### src/rtl/sdr_bank_pkg.sv
package sdr_bank_pkg;
  typedef enum logic [2:0] {
    CMD_NOP = 3'd0,
    CMD_ACT = 3'd1,
    CMD_RD  = 3'd2,
    CMD_WR  = 3'd3,
    CMD_PRE = 3'd4
  } sdr_cmd_e;
endpackage

### src/rtl/sdr_down_cnt.sv
// Saturating down-counter; a load of v makes zero_o true v cycles later.
module sdr_down_cnt #(
  parameter int W = 4
) (
  input  logic         clk_i,
  input  logic         rst_ni,
  input  logic         load_i,
  input  logic [W-1:0] val_i,
  output logic         zero_o
);
  logic [W-1:0] cnt_q;

  always_ff @(posedge clk_i or negedge rst_ni) begin
    if (!rst_ni)           cnt_q <= '0;
    else if (load_i)       cnt_q <= val_i - W'(1);
    else if (cnt_q != '0)  cnt_q <= cnt_q - W'(1);
  end

  assign zero_o = (cnt_q == '0);
endmodule

### src/rtl/sdr_rd_pipe.sv
module sdr_rd_pipe #(
  parameter int TW = 4
) (
  input  logic          clk_i,
  input  logic          rst_ni,
  input  logic          issue_i,
  input  logic [TW-1:0] lat_i,
  output logic          valid_o
);
  localparam int DEPTH = 2 ** TW;

  logic [DEPTH-1:0] sr_q;

  always_ff @(posedge clk_i or negedge rst_ni) begin
    if (!rst_ni) sr_q <= '0;
    else         sr_q <= {sr_q[DEPTH-2:0], issue_i};
  end

  // sr_q[k-1] holds a read issued k cycles ago
  assign valid_o = sr_q[lat_i - TW'(1)];
endmodule

### src/rtl/sdr_bank_ctrl.sv
module sdr_bank_ctrl
  import sdr_bank_pkg::*;
#(
  parameter int ROW_W = 13,
  parameter int COL_W = 10,
  parameter int TW    = 4,
  parameter int AW    = (ROW_W > COL_W) ? ROW_W : COL_W
) (
  input  logic             clk_i,
  input  logic             rst_ni,
  input  logic             req_valid_i,
  output logic             req_ready_o,
  input  logic             req_write_i,
  input  logic [ROW_W-1:0] req_row_i,
  input  logic [COL_W-1:0] req_col_i,
  input  logic [TW-1:0]    t_cas_i,
  input  logic [TW-1:0]    t_rcd_i,
  input  logic [TW-1:0]    t_rp_i,
  input  logic [TW-1:0]    t_ras_i,
  input  logic [TW-1:0]    t_wr_i,
  output logic [2:0]       cmd_o,
  output logic [AW-1:0]    cmd_addr_o,
  output logic             rd_valid_o,
  output logic             open_o,
  output logic [ROW_W-1:0] open_row_o
);
  localparam int EW = TW + 2;

  sdr_cmd_e         cmd;
  logic             ready;
  logic             open_q;
  logic [ROW_W-1:0] row_q;
  logic             rcd_zero, ras_zero, wr_zero, rp_zero;
  logic [EW-1:0]    ras_floor, ras_eff;

  // active time floor keeps a read streaming before close
  assign ras_floor = EW'(t_rcd_i) + EW'(t_cas_i) + EW'(2);
  assign ras_eff   = (EW'(t_ras_i) < ras_floor) ? ras_floor : EW'(t_ras_i);

  always_comb begin
    cmd   = CMD_NOP;
    ready = 1'b0;
    if (req_valid_i) begin
      if (!open_q) begin
        if (rp_zero) cmd = CMD_ACT;
      end else if (row_q == req_row_i) begin
        if (rcd_zero) begin
          cmd   = req_write_i ? CMD_WR : CMD_RD;
          ready = 1'b1;
        end
      end else if (ras_zero && wr_zero) begin
        cmd = CMD_PRE;
      end
    end
  end

  always_ff @(posedge clk_i or negedge rst_ni) begin
    if (!rst_ni) begin
      open_q <= 1'b0;
      row_q  <= '0;
    end else if (cmd == CMD_ACT) begin
      open_q <= 1'b1;
      row_q  <= req_row_i;
    end else if (cmd == CMD_PRE) begin
      open_q <= 1'b0;
    end
  end

  sdr_down_cnt #(.W(TW)) u_rcd (
    .clk_i(clk_i), .rst_ni(rst_ni), .load_i(cmd == CMD_ACT),
    .val_i(t_rcd_i), .zero_o(rcd_zero));

  sdr_down_cnt #(.W(EW)) u_ras (
    .clk_i(clk_i), .rst_ni(rst_ni), .load_i(cmd == CMD_ACT),
    .val_i(ras_eff), .zero_o(ras_zero));

  sdr_down_cnt #(.W(TW)) u_wr (
    .clk_i(clk_i), .rst_ni(rst_ni), .load_i(cmd == CMD_WR),
    .val_i(t_wr_i), .zero_o(wr_zero));

  sdr_down_cnt #(.W(TW)) u_rp (
    .clk_i(clk_i), .rst_ni(rst_ni), .load_i(cmd == CMD_PRE),
    .val_i(t_rp_i), .zero_o(rp_zero));

  sdr_rd_pipe #(.TW(TW)) u_rd_pipe (
    .clk_i(clk_i), .rst_ni(rst_ni), .issue_i(cmd == CMD_RD),
    .lat_i(t_cas_i), .valid_o(rd_valid_o));

  assign cmd_o       = cmd;
  assign req_ready_o = ready;
  assign cmd_addr_o  = (cmd == CMD_ACT) ? AW'(req_row_i) : AW'(req_col_i);
  assign open_o      = open_q;
  assign open_row_o  = row_q;
endmodule

### config.mk
export PLATFORM = sky130hd
export DESIGN_NAME = sdr_bank_ctrl
export DESIGN_NICKNAME = d
export VERILOG_FILES = /design/src/rtl/sdr_bank_pkg.sv /design/src/rtl/sdr_down_cnt.sv /design/src/rtl/sdr_rd_pipe.sv /design/src/rtl/sdr_bank_ctrl.sv
export SDC_FILE = /design/constraint.sdc
export NUM_CORES = 1
export LEC_CHECK = 0
export ABC_AREA = 1
export BUFFER_PORTS_ARGS = -buffer_cell sky130_fd_sc_hd__buf_2
export CAP_MARGIN = 15
export CORE_MARGIN = 8
export CORE_UTILIZATION = 50
export CTS_CLUSTER_DIAMETER = 40
export DETAILED_ROUTE_END_ITERATION = 8
export PLACE_DENSITY = 0.76
export SLEW_MARGIN = 40
export SYNTH_ARGS = -nofsm -noshare
export SYNTH_HDL_FRONTEND = slang
export SYNTH_SLANG_ARGS = --single-unit
### constraint.sdc
create_clock -name clk_i -period 6.7 [get_ports clk_i]
set_input_delay 2.01 -clock clk_i [delete_from_list [all_inputs] [get_ports clk_i]]
set_output_delay 2.01 -clock clk_i [all_outputs]
set_load 0.01 [all_outputs]
# Yosys cells after proc, flatten, opt, wreduce, memory -nomap -nowiden
# Index checks and enable logic that the tools add are counted.
[word_totals]
register_bits = 48
latchBits = 0
ramBits = 0
mem_bits_ro = 0
in_bits = 47
mem_count = 0
[classes]
addsub = 11
mul = 0
n_div = 0
order_cmp = 2
n_eq_ne = 5
n_shift = 0
n_mux = 25
n_bitwise = 0
reduce_logical = 14
[ops]
columns = ["op", "count"]
rows = [
  ["4-bit by 1-bit subtractor with 4-bit output (second input constant)", 7],
  ["4-bit two-way mux", 6],
  ["6-bit two-way mux", 3],
  ["13-bit == test", 1],
  ["13-bit two-way mux", 1],
  ["4-bit zero test", 3],
  ["3-bit two-way mux", 4],
  ["4-bit nonzero test", 3],
  ["6-bit by 1-bit subtractor with 6-bit output (second input constant)", 2],
  ["2-bit nonzero test", 5],
  ["1-bit two-way mux", 9],
  ["5-bit by 2-bit adder with 6-bit output (second input constant)", 1],
  ["3-bit by 2-bit == test with 1-bit output (second input constant)", 2],
  ["6-bit zero test", 1],
  ["4-bit by 6-bit < comparator with 1-bit output", 1],
  ["6-bit nonzero test", 1],
  ["4-bit by 4-bit adder with 5-bit output", 1],
  ["4-bit by 5-bit < comparator with 1-bit output (second input constant)", 1],
  ["1-bit binary-select mux with 4-bit select", 1],
  ["3-bit by 1-bit == test with 1-bit output (second input constant)", 1],
  ["3-bit == test (second input constant)", 1],
  ["2-bit two-way mux", 1],
  ["1-bit logical AND", 1],
]

# Longest topological paths before layout
[depth]
ltp_word = 9
ltp_mapped = 21

# Hierarchy
# A second synthesis with hierarchy kept.
[unflattened]
hier_cells = 486
area_unflattened_um2 = 3344.5
[modules_own_cells]
columns = ["mod", "instances", "cells_per_inst", "area_each_um2", "seq_area_each_um2"]
rows = [
  ["sdr_bank_ctrl", 1, 218, 1392.6, 350.3],
  ["sdr_down_cnt (u_rcd ...)", 3, 46, 282.8, 100.1],
  ["sdr_rd_pipe", 1, 75, 700.7, 400.4],
  ["sdr_down_cnt (u_ras)", 1, 55, 402.9, 150.1],
]

# Worst setup path before layout
# Ideal clock, no wire load.
[synth_path]
path_type = "input-to-output"
startpoint = "in t_cas_i[0]"
endpoint = "out rd_valid_o"
arrival_time_ps = 3525
slack_ps = 1165
path_stages = 6
path_cell_list = "clkbuf_1 -> inv_1 -> ha_1 -> o32ai_1 -> nor2_1 -> o31ai_1"
[synth_via]
elab_chain_cells = 3
[synth_lines]
columns = ["item", "line", "source"]
rows = [
  ["start: declaration", "sdr_bank_ctrl.sv:16", "input logic [TW-1:0] t_cas_i,"],
  ["4-bit by 1-bit subtractor with 4-bit output", "sdr_rd_pipe.sv:20", "assign valid_o = sr_q[lat_i - TW'(1)];"],
  ["1-bit binary-select mux with 4-bit select", "sdr_rd_pipe.sv:20", ""],
  ["1-bit two-way mux (not written as such)", "sdr_rd_pipe.sv:20", ""],
  ["end: declaration", "sdr_bank_ctrl.sv:23", "output logic rd_valid_o,"],
]
# No other way between the ends. The select of a mux whose other input is x is not followed.

# Final worst setup path
[layout_path]
startpoint = "in req_row_i[7]"
endpoint = "out cmd_addr_o[6]"
[layout_via]
elab_chain_cells = 6
[layout_lines]
columns = ["item", "line", "source"]
rows = [
  ["start: declaration", "sdr_bank_ctrl.sv:14", "input logic [ROW_W-1:0] req_row_i,"],
  ["13-bit == test", "sdr_bank_ctrl.sv:46", "end else if (row_q == req_row_i) begin"],
  ["3-bit two-way mux", "sdr_bank_ctrl.sv:46", ""],
  ["3-bit two-way mux", "sdr_bank_ctrl.sv:44", "if (!open_q) begin"],
  ["3-bit two-way mux", "sdr_bank_ctrl.sv:43", "if (req_valid_i) begin"],
  ["3-bit by 1-bit == test with 1-bit output", "sdr_bank_ctrl.sv:91", "assign cmd_addr_o = (cmd == CMD_ACT) ? AW'(req_row_i) : AW'(req_col_i);"],
  ["13-bit two-way mux", "sdr_bank_ctrl.sv:91", ""],
  ["end: declaration", "sdr_bank_ctrl.sv:22", "output logic [AW-1:0] cmd_addr_o,"],
]
# No other way between the ends.

==> results.txt <==
Outcome = completed
CTS hold repair buffers = 0
Starting density of the core = 51.2%
Warnings, synthesis = 0
DRC violation total after the first TritonRoute iteration = 106
Critical path class = in2out
Worst R2R Start = open_row_o[7]
Avg Vias per Cell = 4.91
Critical Path Source Type = primary input
N_diodes = 0
Largest net degree at the start of global routing = 49
Row Count = 28
Nets = 548
Die Width = 93.4 um
HPWL after DPL = 5380 um
CTS tree = done
Syn Inst Count = 407
RSZ-0062 raised after global routing = no
Crit-path cells = buf_2, inv_1, nand2_1, nand2_1, nand3_1, nor2_1, nand3_2, nand2_4, nand3_4, inv_1, nand2_1, nand2_1, buf_2
Clock-pin slew on the worst setup and hold paths = 90 ps
Hold Fails Final Rpt = 0
DR WL/cell = 12.2 um
Sink Count = 48
Share of cells above drive strength 1 = 21.6%
Peak VDD IR = 0.221 mV
DP Area = 3440 um^2
CTS Root Cell = clkbuf_8
Routed wire length = 6880 um
Port bufs = 78
Class of the worst hold path = reg2reg
Setup_tns = 0 ps
Yosys cell types = 38
Synthesis-to-layout area growth = 20.2%
Gr usage total = 16.2%
Setup bufs post-CTS = 0
Post-Syn Nets = 469
Syn Area/Cell = 7.37 um^2
Commonest non-fill, non-tap cell in the layout = nand2_1
CP Capture Point = cmd_addr_o[6]
Max-cap violations = 0
Sequential share of the synthesized area = 40.1%
Setup violations, final = 0
First-pass GRT wire length = 11600 um
Final instance area = 3600 um^2
Mapped Area = 3000 um^2
Worst Path Required = 4690 ps
DRC violations left = 0
# IOs = 79
Vias in the first global route = 2742
Cell mode on critical path = nand2_1
# fillers = 542
Most frequent cells in the layout = 129 x nand2_1, 77 x buf_2, 73 x inv_1, 48 x dfrtp_1, 35 x nor2_1
CP endpoint kind = primary output
Final min period = 5780 ps
Worst-margin pin slew = 612 ps
Max Clk Rate = 0.173 GHz
Die outline height = 93.4 um
Leakage = 2.17 nW
Pwr Density = 378 nW/um^2
Core area = 5850 um^2
Overflow after GRT = 0
CTS Buf Count = 5
Reg-to-Reg End = u_ras.cnt_q[4]
Hold slack = 379 ps
Cell depth of the worst setup path = 13
CP max-delay cell = inv_1
WP buf/inv = 4
Period utilization = 86.3%
Worst reg2reg path depth = 14
Clock Skews = 4.87 ps
Total number of vias = 2761
Beginning of the critical path = req_row_i[7]
Rel. slew slack = 59.1%
Antenna violations before repair = 0
Crit-path max FO = 22
Reg-to-reg slack, setup = 4220 ps
Worst Path Arrival = 3770 ps
CTS max path bufs = 2
Slowest stage delay, CP = 470 ps
CTS H-tree depth = 2
Clock latency on the worst-skew pair = 300 ps
Routed Antenna Nets = 0
Gpl congestion = 0.877
#FFs+latches synth = 48
Final Max Slew Viols = 0
Cell family with most CP delay = simple AND/OR/NAND/NOR gates
DIE AREA = 8730 um^2
Cts repair resizes = 0
First-pass detailed-route iteration total = 5
==> flip-flops by register name (all words and copies together) (netlist names) <==
signal          count
u_rd_pipe.sr_q     16
u_rcd.cnt_q         4
open_row_o         13
u_rp.cnt_q          4
u_wr.cnt_q          4
u_ras.cnt_q         6
open_o              1
==> metal layers <==
metal  up-vias  share of wire [%]  global-route usage [%]
met1      1260                 44                    18.4
met2        62                 49                    28.7
met3        13                4.8                    3.93
met4         0                2.2                    5.91
met5         -                  0                       0
li1       1426                  -                       -
==> Yosys cell counts (all sizes together) <==
library cell	number	area share [%]
nand2	132	17
inv	73	9.1
dfrtp	48	40
nor2	37	5.1
o21ai	32	6.0
nand3	16	3.7
ha	14	5.8
a21oi	9	1.5
nand4	7	1.7
buf	6	1.5
or2	5	1.0
nor3	4	0.67
xnor2	4	1.2
nand3b	3	0.75
o21bai	3	0.75
mux2i	2	0.67
o221ai	2	0.58
o32ai	2	0.58
a21boi	1	0.38
and2	1	0.21
clkbuf	1	0.13
fa	1	0.67
o21a	1	0.25
o22ai	1	0.21
o31ai	1	0.25
xor2	1	0.29
==> cell type report <==
| type | instances | area, um^2 | share of cell area, % |
|---|---|---|---|
| Multi-Input combinational cell | 279 | 1480 | 40.9 |
| Inverter | 73 | 274 | 7.60 |
| Tap cell | 75 | 93.8 | 2.60 |
| Clock buffer | 5 | 68.8 | 1.91 |
| Sequential cell | 48 | 1200 | 33.3 |
| Timing Repair Buffer | 79 | 400 | 11.1 |
| Clock inverter | 3 | 90.1 | 2.50 |
==> worst min path at each step <==
stage | cells past startpoint | from | to | slack (ps)
after global placement | 0 | u_rd_pipe.sr_q[14] | u_rd_pipe.sr_q[15] | 360
after CTS | 0 | u_rd_pipe.sr_q[1] | u_rd_pipe.sr_q[2] | 380
final | 0 | u_rd_pipe.sr_q[1] | u_rd_pipe.sr_q[2] | 380
after global routing | 0 | u_rd_pipe.sr_q[4] | u_rd_pipe.sr_q[5] | 390
after floorplan | 0 | u_rd_pipe.sr_q[9] | u_rd_pipe.sr_q[10] | 350
after detailed placement | 0 | u_rd_pipe.sr_q[1] | u_rd_pipe.sr_q[2] | 350
==> metrics by stage <==
step,utilization [%],setup slack (ps),cells,power [W]
after floorplan,-,1170,407,0.000901
after global placement,58.8,974,554,0.00105
after detailed placement,58.9,932,554,0.00108
after CTS,61.6,889,562,0.00138
after global routing,61.6,677,562,0.00149
final,61.6,917,562,0.00136
==> logic make-up (layout without fill, tap and decap cells) <==
kind of cell / count (synthesis) / count (layout) / synth area share, %
AOI/OAI and AO/OA: 52 / 52 / 10.5
xor gates and xnor gates: 5 / 5 / 1.46
adders and majority gates: 15 / 15 / 6.51
buffers and inverters: 80 / 160 / 10.7
DFF: 48 / 48 / 40.1
muxes: 2 / 2 / 0.668
and+or+nand+nor: 205 / 205 / 30.1
==> power by group <==
group	internal, W	switching, W
registers	0.000389	0.0000555
clock network	0.000187	0.000101
logic	0.000245	0.000386
total	0.000821	0.000543
==> worst register-to-register path, stage by stage (launching register included) <==
cell,delay (ps)
dfrtp_1,410
inv_1,80
nand2_1,50
nand2_1,70
nand3_1,80
nor2_1,230
nand4_2,210
nand3_4,120
buf_4,350
nand2_1,120
nand2_1,130
ha_1,180
nand2_1,80
o21ai_0,170
a21oi_1,90
Power figures use the tool's default switching activity.
